===== src/rtl/pnp_card_pkg.sv =====
// Shared types and constants for the plug-and-play card controller.
// Assumes a 12-bit I/O address and byte-wide data.
package pnp_card_pkg;

    typedef enum logic [1:0] {
        ST_DORMANT  = 2'd0,
        ST_SLEEP    = 2'd1,
        ST_ISOLATE  = 2'd2,
        ST_CONFIG   = 2'd3
    } card_state_t;

    localparam logic [11:0] INDEX_PORT = 12'h279;
    localparam logic [11:0] DATA_PORT  = 12'hA79;

    localparam logic [7:0] IX_RDPORT  = 8'h00;
    localparam logic [7:0] IX_ISOBIT  = 8'h01;
    localparam logic [7:0] IX_CTRL    = 8'h02;
    localparam logic [7:0] IX_WAKE    = 8'h03;
    localparam logic [7:0] IX_RESBYTE = 8'h04;
    localparam logic [7:0] IX_STATUS  = 8'h05;
    localparam logic [7:0] IX_CSN     = 8'h06;
    localparam logic [7:0] IX_LDEV    = 8'h07;

    // Next entry of the unlock sequence.
    function automatic logic [7:0] key_step(input logic [7:0] b);
        return {b[0] ^ b[1], b[7:1]};
    endfunction

    // Resource table entry k, computed rather than stored.
    function automatic logic [7:0] res_entry(input int unsigned k,
                                             input int unsigned mul,
                                             input int unsigned add);
        int unsigned v;
        v = k * mul + add;
        return v[7:0];
    endfunction

endpackage


===== src/rtl/pnp_key_detect.sv =====
// Unlock-sequence detector. Compares index-port writes against a running
// LFSR sequence seeded with KEY_SEED. Assumes arm_i is high only while the
// card is dormant; dropping arm_i rewinds the comparison.
module pnp_key_detect
    import pnp_card_pkg::*;
#(
    parameter int          KEY_LEN  = 32,
    parameter logic [7:0]  KEY_SEED = 8'h6A
) (
    input  logic       clk,
    input  logic       rst_n,
    input  logic       arm_i,
    input  logic       wr_i,
    input  logic [7:0] byte_i,
    output logic       done_o
);
    localparam int PW = (KEY_LEN > 1) ? $clog2(KEY_LEN) : 1;
    localparam logic [PW-1:0] LAST = PW'(KEY_LEN - 1);

    logic [PW-1:0] pos_q;
    logic [7:0]    expect_q;
    logic          match;

    assign match  = wr_i && (byte_i == expect_q);
    assign done_o = arm_i && match && (pos_q == LAST);

    // Track position and expected byte; any mismatch rewinds to entry 0.
    always_ff @(posedge clk) begin
        if (!rst_n || !arm_i) begin
            pos_q    <= '0;
            expect_q <= KEY_SEED;
        end else if (wr_i) begin
            if (match && pos_q != LAST) begin
                pos_q    <= pos_q + 1'b1;
                expect_q <= key_step(expect_q);
            end else begin
                pos_q    <= '0;
                expect_q <= KEY_SEED;
            end
        end
    end

endmodule


===== src/rtl/pnp_isolation.sv =====
// Serial-identifier walker for isolation. Each rd_bit_i consumes one bit,
// LSB first. A card whose bit is 0 loses when the bus shows 0x55.
// Assumes rd_bit_i is only raised while the card is isolating.
module pnp_isolation #(
    parameter int                 ID_BITS   = 72,
    parameter logic [ID_BITS-1:0] SERIAL_ID = '0
) (
    input  logic       clk,
    input  logic       rst_n,
    input  logic       restart_i,
    input  logic       rd_bit_i,
    input  logic [7:0] sense_i,
    output logic       bit_o,
    output logic       won_o,
    output logic       lose_o
);
    localparam int CW = $clog2(ID_BITS + 1);

    logic [CW-1:0] cnt_q;

    assign won_o  = (cnt_q == CW'(ID_BITS));
    assign bit_o  = won_o ? 1'b0 : SERIAL_ID[cnt_q];
    assign lose_o = rd_bit_i && !won_o && !bit_o && (sense_i == 8'h55);

    // Advance the bit position on each comparison read until all are used.
    always_ff @(posedge clk) begin
        if (!rst_n || restart_i) begin
            cnt_q <= '0;
        end else if (rd_bit_i && !won_o) begin
            cnt_q <= cnt_q + 1'b1;
        end
    end

endmodule


===== src/rtl/pnp_resource_reader.sv =====
// Resource byte sequencer. After restart or take, fetches the entry at the
// pointer on the next edge and raises ready one edge later. Assumes take_i
// is only raised while ready_o is high.
module pnp_resource_reader
    import pnp_card_pkg::*;
#(
    parameter int RES_DEPTH = 16,
    parameter int RES_MUL   = 37,
    parameter int RES_ADD   = 11
) (
    input  logic       clk,
    input  logic       rst_n,
    input  logic       restart_i,
    input  logic       take_i,
    output logic       ready_o,
    output logic [7:0] byte_o
);
    localparam int PW = (RES_DEPTH > 1) ? $clog2(RES_DEPTH) : 1;
    localparam logic [PW-1:0] LAST = PW'(RES_DEPTH - 1);

    logic [PW-1:0] ptr_q;
    logic          fetch_q;
    logic          landed_q;
    logic          ready_q;
    logic [7:0]    data_q;

    assign ready_o = ready_q;
    assign byte_o  = data_q;

    // Pointer, two-step fetch and ready flag.
    always_ff @(posedge clk) begin
        if (!rst_n) begin
            ptr_q    <= '0;
            fetch_q  <= 1'b0;
            landed_q <= 1'b0;
            ready_q  <= 1'b0;
            data_q   <= 8'h00;
        end else if (restart_i) begin
            ptr_q    <= '0;
            fetch_q  <= 1'b1;
            landed_q <= 1'b0;
            ready_q  <= 1'b0;
        end else if (take_i) begin
            ptr_q    <= (ptr_q == LAST) ? '0 : ptr_q + 1'b1;
            fetch_q  <= 1'b1;
            landed_q <= 1'b0;
            ready_q  <= 1'b0;
        end else begin
            if (fetch_q) begin
                data_q   <= res_entry(32'(ptr_q), RES_MUL, RES_ADD);
                fetch_q  <= 1'b0;
                landed_q <= 1'b1;
            end
            if (landed_q) begin
                ready_q  <= 1'b1;
                landed_q <= 1'b0;
            end
        end
    end

endmodule


===== src/rtl/pnp_card_ctrl.sv =====
// Card-level control for a plug-and-play ISA card: port decode, mode
// machine, CSN, logical-device select and command execution.
// Assumes single-cycle, mutually exclusive io_wr / io_rd strobes.
module pnp_card_ctrl
    import pnp_card_pkg::*;
#(
    parameter int                 KEY_LEN   = 32,
    parameter logic [7:0]         KEY_SEED  = 8'h6A,
    parameter int                 ID_BITS   = 72,
    parameter logic [ID_BITS-1:0] SERIAL_ID = 72'h12_3456_789A_BCDE_F05A,
    parameter int                 RES_DEPTH = 16,
    parameter int                 RES_MUL   = 37,
    parameter int                 RES_ADD   = 11,
    parameter int                 NUM_LDEV  = 2,
    localparam int                LDW       = (NUM_LDEV > 1) ? $clog2(NUM_LDEV) : 1
) (
    input  logic           clk,
    input  logic           rst_n,
    input  logic [11:0]    io_addr,
    input  logic           io_wr,
    input  logic           io_rd,
    input  logic [7:0]     io_wdata,
    input  logic [7:0]     io_sense,
    output logic [7:0]     io_rdata,
    output logic           io_rdata_oe,
    output logic [1:0]     card_state_o,
    output logic [7:0]     csn_o,
    output logic [LDW-1:0] ldev_sel_o,
    output logic           ldev_reset_o
);
    card_state_t state_q, state_d;
    logic [7:0]  idx_q;
    logic [7:0]  csn_q, csn_d;
    logic [7:0]  rdport_q;
    logic        ldrst_q;

    logic        dormant, live_rd;
    logic        idx_hit, data_hit, rd_hit;
    logic        key_wr, dwr, drd;
    logic        key_done;
    logic        wake_hit;
    logic        iso_rd, iso_bit, iso_won, iso_lose;
    logic        res_take, res_ready;
    logic [7:0]  res_byte;
    logic        ldev_wr;
    logic [7:0]  ldev_rd;
    logic        rd_oe;
    logic [7:0]  rd_val;

    // Port decode.
    assign dormant  = (state_q == ST_DORMANT);
    assign live_rd  = (state_q == ST_ISOLATE) || (state_q == ST_CONFIG);
    assign idx_hit  = (io_addr == INDEX_PORT);
    assign data_hit = (io_addr == DATA_PORT);
    assign rd_hit   = (io_addr == {2'b00, rdport_q, 2'b11});
    assign key_wr   = io_wr && idx_hit && dormant;
    assign dwr      = io_wr && data_hit && !dormant;
    assign drd      = io_rd && rd_hit && live_rd;

    assign wake_hit = dwr && (idx_q == IX_WAKE) && (io_wdata == csn_q);
    assign iso_rd   = drd && (idx_q == IX_ISOBIT) && (state_q == ST_ISOLATE);
    assign res_take = drd && (idx_q == IX_RESBYTE) && (state_q == ST_CONFIG) && res_ready;
    assign ldev_wr  = dwr && (idx_q == IX_LDEV) && (state_q == ST_CONFIG);

    pnp_key_detect #(
        .KEY_LEN  (KEY_LEN),
        .KEY_SEED (KEY_SEED)
    ) key_i (
        .clk    (clk),
        .rst_n  (rst_n),
        .arm_i  (dormant),
        .wr_i   (key_wr),
        .byte_i (io_wdata),
        .done_o (key_done)
    );

    pnp_isolation #(
        .ID_BITS   (ID_BITS),
        .SERIAL_ID (SERIAL_ID)
    ) iso_i (
        .clk       (clk),
        .rst_n     (rst_n),
        .restart_i (wake_hit),
        .rd_bit_i  (iso_rd),
        .sense_i   (io_sense),
        .bit_o     (iso_bit),
        .won_o     (iso_won),
        .lose_o    (iso_lose)
    );

    pnp_resource_reader #(
        .RES_DEPTH (RES_DEPTH),
        .RES_MUL   (RES_MUL),
        .RES_ADD   (RES_ADD)
    ) res_i (
        .clk       (clk),
        .rst_n     (rst_n),
        .restart_i (wake_hit),
        .take_i    (res_take),
        .ready_o   (res_ready),
        .byte_o    (res_byte)
    );

    // Logical-device select: a register when several devices exist.
    generate
        if (NUM_LDEV > 1) begin : g_multi_ldev
            logic [LDW-1:0] sel_q;
            always_ff @(posedge clk) begin
                if (!rst_n) begin
                    sel_q <= '0;
                end else if (ldev_wr && (io_wdata < 8'(NUM_LDEV))) begin
                    sel_q <= io_wdata[LDW-1:0];
                end
            end
            assign ldev_sel_o = sel_q;
            assign ldev_rd    = 8'(sel_q);
        end else begin : g_single_ldev
            logic unused_wr;
            assign unused_wr  = ldev_wr;
            assign ldev_sel_o = '0;
            assign ldev_rd    = 8'h00;
        end
    endgenerate

    // Next mode and CSN from commands, isolation loss and unlock.
    always_comb begin
        state_d = state_q;
        csn_d   = csn_q;
        if (key_done) state_d = ST_SLEEP;
        if (iso_lose) state_d = ST_SLEEP;
        if (dwr) begin
            case (idx_q)
                IX_CTRL: begin
                    if (io_wdata[2]) csn_d = 8'h00;
                    if (io_wdata[1]) state_d = ST_DORMANT;
                end
                IX_WAKE: begin
                    if (io_wdata == csn_q) begin
                        state_d = (io_wdata == 8'h00) ? ST_ISOLATE : ST_CONFIG;
                    end else if (live_rd) begin
                        state_d = ST_SLEEP;
                    end
                end
                IX_CSN: begin
                    if (state_q == ST_ISOLATE && iso_won) begin
                        csn_d   = io_wdata;
                        state_d = ST_CONFIG;
                    end else if (state_q == ST_CONFIG) begin
                        csn_d = io_wdata;
                    end
                end
                default: ;
            endcase
        end
    end

    // Card-level registers.
    always_ff @(posedge clk) begin
        if (!rst_n) begin
            state_q  <= ST_DORMANT;
            csn_q    <= 8'h00;
            idx_q    <= 8'h00;
            rdport_q <= 8'h00;
            ldrst_q  <= 1'b0;
        end else begin
            state_q <= state_d;
            csn_q   <= csn_d;
            ldrst_q <= dwr && (idx_q == IX_CTRL) && io_wdata[0];
            if (io_wr && idx_hit && !dormant) idx_q <= io_wdata;
            if (dwr && idx_q == IX_RDPORT) rdport_q <= io_wdata;
        end
    end

    // Read-data mux for the programmable read port.
    always_comb begin
        rd_oe  = 1'b0;
        rd_val = 8'h00;
        if (drd) begin
            case (idx_q)
                IX_ISOBIT: begin
                    if (state_q == ST_ISOLATE && !iso_won && iso_bit) begin
                        rd_oe  = 1'b1;
                        rd_val = 8'h55;
                    end
                end
                IX_RESBYTE: begin
                    if (state_q == ST_CONFIG) begin
                        rd_oe  = 1'b1;
                        rd_val = res_ready ? res_byte : 8'h00;
                    end
                end
                IX_STATUS: begin
                    if (state_q == ST_CONFIG) begin
                        rd_oe  = 1'b1;
                        rd_val = {7'b0, res_ready};
                    end
                end
                IX_CSN: begin
                    if (state_q == ST_CONFIG) begin
                        rd_oe  = 1'b1;
                        rd_val = csn_q;
                    end
                end
                IX_LDEV: begin
                    if (state_q == ST_CONFIG) begin
                        rd_oe  = 1'b1;
                        rd_val = ldev_rd;
                    end
                end
                default: ;
            endcase
        end
    end

    assign io_rdata     = rd_val;
    assign io_rdata_oe  = rd_oe;
    assign card_state_o = state_q;
    assign csn_o        = csn_q;
    assign ldev_reset_o = ldrst_q;

endmodule


===== config.mk =====
export PLATFORM = sky130hd
export DESIGN_NAME = pnp_card_ctrl
export DESIGN_NICKNAME = d
export VERILOG_FILES = /design/src/rtl/pnp_card_pkg.sv /design/src/rtl/pnp_key_detect.sv /design/src/rtl/pnp_isolation.sv /design/src/rtl/pnp_resource_reader.sv /design/src/rtl/pnp_card_ctrl.sv
export SDC_FILE = /design/constraint.sdc
export NUM_CORES = 1
export LEC_CHECK = 0
export ABC_AREA = 1
export BUFFER_PORTS_ARGS = -buffer_cell sky130_fd_sc_hd__buf_2
export CAP_MARGIN = 20
export CORE_ASPECT_RATIO = 0.8
export CORE_MARGIN = 2
export CORE_UTILIZATION = 60
export DETAILED_ROUTE_END_ITERATION = 8
export PLACE_DENSITY = 0.82
export SLEW_MARGIN = 20
export SYNTH_ARGS = -nofsm -noshare
export SYNTH_HDL_FRONTEND = slang
export SYNTH_HIERARCHICAL = 1
export SYNTH_SLANG_ARGS = --single-unit

===== constraint.sdc =====
create_clock -name clk -period 5.3 [get_ports clk]
set_input_delay 0.53 -clock clk [delete_from_list [all_inputs] [get_ports clk]]
set_output_delay 0.53 -clock clk [all_outputs]
set_load 0.05 [all_outputs]

==> flow_summary.toml, run 1 <==
[global_route]
grt_pass1_wl_um = 19000
antenna_found_initial = 0
grt_max_degree = 29
grt_use_total_pct = 29.0
grt-ovfl-total = 0
grt_pass1_vias = 4113

[logic_synthesis]
synth-edff-count = 0
synth-simple-area-share_pct = 37.3
synth_top_family_by_area = "simple AND/OR/NAND/NOR gates"
synth_seq_area_share_pct = 27.7
async_reset_ff_share_pct = 0
synth_fp_nets = 754
synth-adder-area-share_pct = 7.03
yosys_register_bits = 64
synth_mux_area_share_pct = 0
yosys-top-cells-area = "dfxtp_1 (28%), nand2_1 (12%), inv_1 (8.4%)"
synth_cell_types = 42
ys_warn_count = 6
synth_top_cell_by_area = "dfxtp_1"
synth_top_area_share_pct = 27.7
synth_ff_type = "dfxtp_1"
synth_xor_xnor_area_share_pct = 3.78
syn_avg_cell_area_sq_um = 6.65
syn_area_sq_um = 4630
synthCells = 696
synth_compound_area_share_pct = 11.9

[outcome]
status = "finished clean"

[final_layout]
multiInputGateArea_sq_um = 2790
syn2layout_area_growth_pct = 10.5
design_area_sq_um = 5110
regArea_sq_um = 1280
final_common_cell = "nand2_1"
antenna_cells = 0
layout_common_cells = "nand2_1 (153), inv_1 (104), nor2_1 (78), dfxtp_1 (64), buf_2 (52)"
num-fill-cells = 677
nNetsFinal = 803
layout-drive-gt1-share_pct = 18.1

[floorplanning]
rows = 28
die-width_um = 102
die_height_um = 82.6
initial_utilization_pct = 62.3
core_area_sq_um = 7430
dieArea_sq_um = 8440
ios = 53

[worst_setup_path]
crit_slowest_cell = "nor4_2"
critPathKind = "register to register"
r2r_slack_ps = 1890
worstSetupStartpointType = "register"
critPathMaxStageDelay_ps = 970
path_delay_family = "simple AND/OR/NAND/NOR gates"
crit_start = "idx_q[5]"
r2r_start = "idx_q[5]"
worst-path-max-fanout = 9
arrival_ps = 3650
r2r_cells = 16
cp_common_cell = "nand3_1"
required_ps = 5550
critPathBufInv = 2
path_cells = "nor2_1, nand2_1, inv_2, nand2_1, nor2_1, inv_1, nor4_2, nand3_1, nand2_2, nand2_2, ha_1, nand3_1, nand3_1, nand3_1, nand3_2, a21oi_2"
crit_cells = 16
end_kind = "register"

[clock_tree]
cts_buffer_depth = 2
htree_levels = 3
clock_sinks = 64
cts_tree = "built"
cts.repair.resized = 0
cts_buffers = 9
cts-root-buf = "clkbuf_8"
clkLatencyLatePin_ps = 350
cts.clk_slew.worst_paths_ps = 70
postCtsHoldBufs = 0
post_cts_buffers = 0

[detailed_routing]
first_pass_iters = 4
drt_iter0_drc = 336
drc_errors = 0
vias = 4575
wire_per_inst_um = 13.5
avgViaCountPerCell = 5.35
ant_nets = 0
totalWireLength_um = 11600

[timing]
timing.final.crit_share_pct = 64.2
slew_headroom_pct = 22.6
fmax_mhz = 294
finalMaxSlewViolations = 0
worst_slew_pin_slew_ps = 1150
setup_violations = 0
skew_ps = 9.14
min_period_ps = 3410
tns_ps = 0
rsz0062_at_grt = "no"
hold_viol = 0

[place]
hpwl_um = 8890
placed_cell_area_sq_um = 4910
io_buffer_count = 52
place_congestion = 0.939

[pwr]
power.density_nw_per_um2 = 189
p_leak_nw = 2.42
ir_drop_mv = 0.181

[run]
maxCapViolations = 0

[worst_hold_path]
min_path_type = "register to register"
[worst min-delay path by stage]
stage                    from        endpoint  cells after the start
2_1_floorplan  res_i/landed_q  res_i/landed_q                      1
3_3_place_gp   res_i/landed_q  res_i/landed_q                      1
3_5_place_dp   res_i/landed_q  res_i/landed_q                      1
4_1_cts        res_i/landed_q  res_i/landed_q                      1
5_1_grt        res_i/landed_q  res_i/landed_q                      1
6_report       res_i/landed_q  res_i/landed_q                      1
[worst reg2reg max path, stage by stage (launching register included)]
cell and delay, ps:
dfxtp_1 330, nor2_1 100, nand2_1 160, inv_2 180, nand2_1 90, nor2_1 140
inv_1 90, nor4_2 970, nand3_1 190, nand2_2 140, nand2_2 90, ha_1 370
nand3_1 100, nand3_1 120, nand3_1 90, nand3_2 90, a21oi_2 50
[state kept, by name, indices dropped and copies added, names as in the netlist, 2 cells and up, named ones only]
| name | flops |
|---|---|
| rdport_q | 8 |
| card_state_o | 2 |
| idx_q | 8 |
| csn_o | 8 |
| res_i/byte_o | 8 |
| res_i/ptr_q | 4 |
| key_i/pos_q | 5 |
| key_i/expect_q | 8 |
| iso_i/cnt_q | 7 |
[report_power, final]
group | total [mW] | switching [mW] | internal (mW)
Combinational | 0.0564 | 0.0376 | 0.0188
Clock | 0.430 | 0.201 | 0.229
Sequential | 0.480 | 0.00000651 | 0.480
Total | 0.967 | 0.238 | 0.729
[stage by stage]
stage                     util, %  total power [mW]  setup slack, ps  hold WS (ps)  instances
after floorplan                 -             0.521             2550           395        696
after global placement       66.1             0.545             1990           412        839
after detailed placement     66.1             0.547             1880           411        839
after CTS                    68.8             0.968             1900           425        855
after global routing         68.8             0.996             1530           436        855
final                        68.8             0.967             1890           432        855
[Yosys cell counts (13+ instances only)]
master and count:
nand3_1 37, xor2_1 13, nand2_2 14, ha_1 26
nand2_1 153, o21ai_0 31, inv_1 104, nor2_1 79
nand4_1 21, dfxtp_1 64, a21oi_1 49
[area by class of cell]
cell class	count	share of cell area, %
multi-input cells	499	54.6
flip-flops and latches	64	25.1
inverters	119	8.86
repair buffers	52	5.09
clock buffers	11	2.77
well taps	105	2.57
clock inverters	5	1.10
[kinds of logic after synthesis]
kind of cell | count (synthesis)
adder cells (fa/ha/maj) | 26
AND/OR/NAND/NOR | 353
buffers and inverters | 133
AO/OA/AOI/OAI | 100
XOR/XNOR | 20
flip-flops | 64
[routing by layer]
layer | share of wire (%) | track usage, % | vias to the layer above
li1 | - | - | 2325
met1 | 47 | 40.7 | 2034
met2 | 44 | 44.2 | 192
met3 | 7.6 | 6.14 | 24
met4 | 1.6 | 10.3 | 0
met5 | 0 | 0 | -
(Power assumes the default switching activity.)
==> run 2, diff against run 1 <==
Settings changed: ABC_AREA 1 to 0, CORE_UTILIZATION 60 to 58, PLACE_DENSITY 0.82 to 0.8.
Clock period 5.3 ns to 3.5 ns, I/O delays scaled along.
==> run 2 against run 1 <==
Effect of this change: area after synthesis is 12% lower; highest routed layer unchanged; largest power group unchanged; worst setup slack worse by 1600 ps; largest cell class unchanged; core utilization is 0.32 points lower.
==> flow_summary.toml, run 2 <==
[outcome]
status = "finished clean"

[floorplanning]
core_area_sq_um = 6860
initial_utilization_pct = 59.6
rows = 27
die-width_um = 97.9
die_height_um = 79.1
ios = 53
dieArea_sq_um = 7740

[logic_synthesis]
syn_avg_cell_area_sq_um = 8.94
syn_area_sq_um = 4090
synth-edff-count = 0
synth_fp_nets = 515
yosys_register_bits = 64
synth_top_cell_by_area = "dfxtp_1"
synth_common_cells = "dfxtp_1 (64), nor2_1 (55), xnor2_1 (32)"
synth_top_family_by_area = "simple AND/OR/NAND/NOR gates"
synth_mux_area_share_pct = 5.66
yosys-top-cells-area = "dfxtp_1 (31%), ha_1 (8.0%), xnor2_1 (6.9%)"
synth_xor_xnor_area_share_pct = 8.54
synth_top_area_share_pct = 31.3
synth-simple-area-share_pct = 27.7
async_reset_ff_share_pct = 0
ys_warn_count = 6
synth_ff_type = "dfxtp_1"
synth_seq_area_share_pct = 31.3
synth_cell_types = 76
synthCells = 457
synth_compound_area_share_pct = 15.6
synth.most_common_cell = "dfxtp_1"
synth-adder-area-share_pct = 7.96

[worst_setup_path]
cp_common_cell = "nor4_1"
required_ps = 3730
worst-path-max-fanout = 6
crit_slowest_cell = "dfxtp_1"
end_kind = "register"
worstSetupStartpointType = "register"
arrival_ps = 3430
critPathKind = "register to register"
critPathMaxStageDelay_ps = 320
r2r_slack_ps = 300
path_cells = "nor4_1, buf_4, nand2_1, nor4b_2, nor2b_2, o21ai_4, mux2i_1, nor2_2, inv_1, ha_1, o211ai_1, o32ai_1, nor4_1, a211o_1"

[pwr]
swShare_pct = 22.8
p_leak_nw = 1.91
combPwrFrac_pct = 5.2
p_int_mw = 1.13
power_mw = 1.46
seq_power_share_pct = 49.9
switching_power_mw = 0.332
ir_drop_mv = 0.261
power.density_nw_per_um2 = 310
clockPowerShare_pct = 44.9

[detailed_routing]
ant_nets = 0
drt_iter0_drc = 226
totalWireLength_um = 9960
wire_per_inst_um = 16.4
avgViaCountPerCell = 6.16
first_pass_iters = 5
drc_errors = 0
vias = 3745

[clock_tree]
cts_buffers = 9
cts_tree = "built"
cts-root-buf = "clkbuf_8"
htree_levels = 3
postCtsHoldBufs = 0
cts.repair.resized = 0
cts.clk_slew.worst_paths_ps = 70
clkLatencyLatePin_ps = 340
clock_sinks = 64
post_cts_buffers = 0
cts_buffer_depth = 2

[global_route]
grt_use_total_pct = 25.7
grt_pass1_vias = 3495
antenna_found_initial = 0
grt-ovfl-total = 0
grt_pass1_wl_um = 16300
grt_max_degree = 35

[timing]
tns_ps = 0
skew_ps = 8.28
min_period_ps = 3200
slew_headroom_pct = 49.3
hold_viol = 0
worst_slew_pin_slew_ps = 753
timing.final.crit_share_pct = 91.3
timing.hold.ws_ps = 357
finalMaxSlewViolations = 0
setup_violations = 0
rsz0062_at_grt = "no"
fmax_mhz = 313

[final_layout]
final_util_pct = 68.5
final_common_cell = "dfxtp_1"
syn2layout_area_growth_pct = 14.9
nNetsFinal = 574
layout_common_cells = "dfxtp_1 (62), nor2_1 (53), buf_2 (52), xnor2_1 (32), ha_1 (26)"
layout-drive-gt1-share_pct = 21.3
num-fill-cells = 542
antenna_cells = 0

[run]
maxCapViolations = 0

[place]
io_buffer_count = 52
hpwl_um = 7480
place_congestion = 0.928

[worst_hold_path]
min_path_type = "input pin to register"
-- run 2: cell types whose count changed after synthesis, moves of 8 or more --
cell / before / now
nand2_1: 153 / 20
inv_1: 104 / 9
a21oi_1: 49 / 10
xnor2_1: 7 / 32
nor2_1: 79 / 55
o21ai_0: 31 / 7
mux2i_1: 0 / 22
nand2_2: 14 / 0
nand3_1: 37 / 23
inv_2: 12 / 0
a22oi_1: 0 / 10
nor2_2: 8 / 0
-- run 2: cell type report --
class,count,area [sq um],share of cell area (%)
clock inverters,4,51.3,1.09
clock buffers,12,155,3.30
inverters,11,41.3,0.879
well taps,87,109,2.32
flip-flops and latches,64,1280,27.3
repair buffers,66,365,7.78
multi-input cells,364,2690,57.3
-- run 2: path summary, 6_finish.rpt --
path	endpoint	start	depth (start not counted)
max reg2reg	register	idx_q[7]	14
min	csn_o[7]	io_wdata[7]	2
min reg2reg	res_i/landed_q	res_i/landed_q	1
max	register	idx_q[7]	14
-- run 2: critical path, delay by kind of cell (launching register included) --
family | cells | cell delay (ps)
compound gates | 4 | 740
flops | 1 | 320
fa+ha+maj | 1 | 320
simple gates | 6 | 1230
mux | 1 | 170
buf+inv | 2 | 310
-- run 2: metal layers --
layer / vias to the layer above / global-route usage [%] / part of all wire (%)
li1: 1827 / - / -
met1: 1749 / 34.0 / 44
met2: 151 / 43.2 / 47
met3: 18 / 5.28 / 7.3
met4: 0 / 6.67 / 1.3
met5: - / 0 / 0
-- run 2: power by group through the flow --
stage                     Sequential (mW)  Clock [mW]  Combinational [mW]
after floorplan                     0.744           0              0.0322
final                               0.728       0.656              0.0754
after detailed placement            0.744           0              0.0736
after global placement              0.744           0              0.0711
after CTS                           0.728       0.670              0.0739
after global routing                0.727       0.702              0.0811
-- run 2: cell families after synthesis --
group / after synthesis
mux: 23
simple gates: 193
flops: 64
buf+inv: 29
fa+ha+maj: 26
compound gates: 83
xor+xnor: 39
-- run 2: per-stage QoR --
stage          cells  setup slack [ps]  instance area (sq um)
3_5_place_dp     592              74.3                   4470
3_3_place_gp     592               220                   4470
2_1_floorplan    457              54.1                   4090
6_report         608               305                   4700
4_1_cts          608              55.8                   4680
5_1_grt          608              9.14                   4700
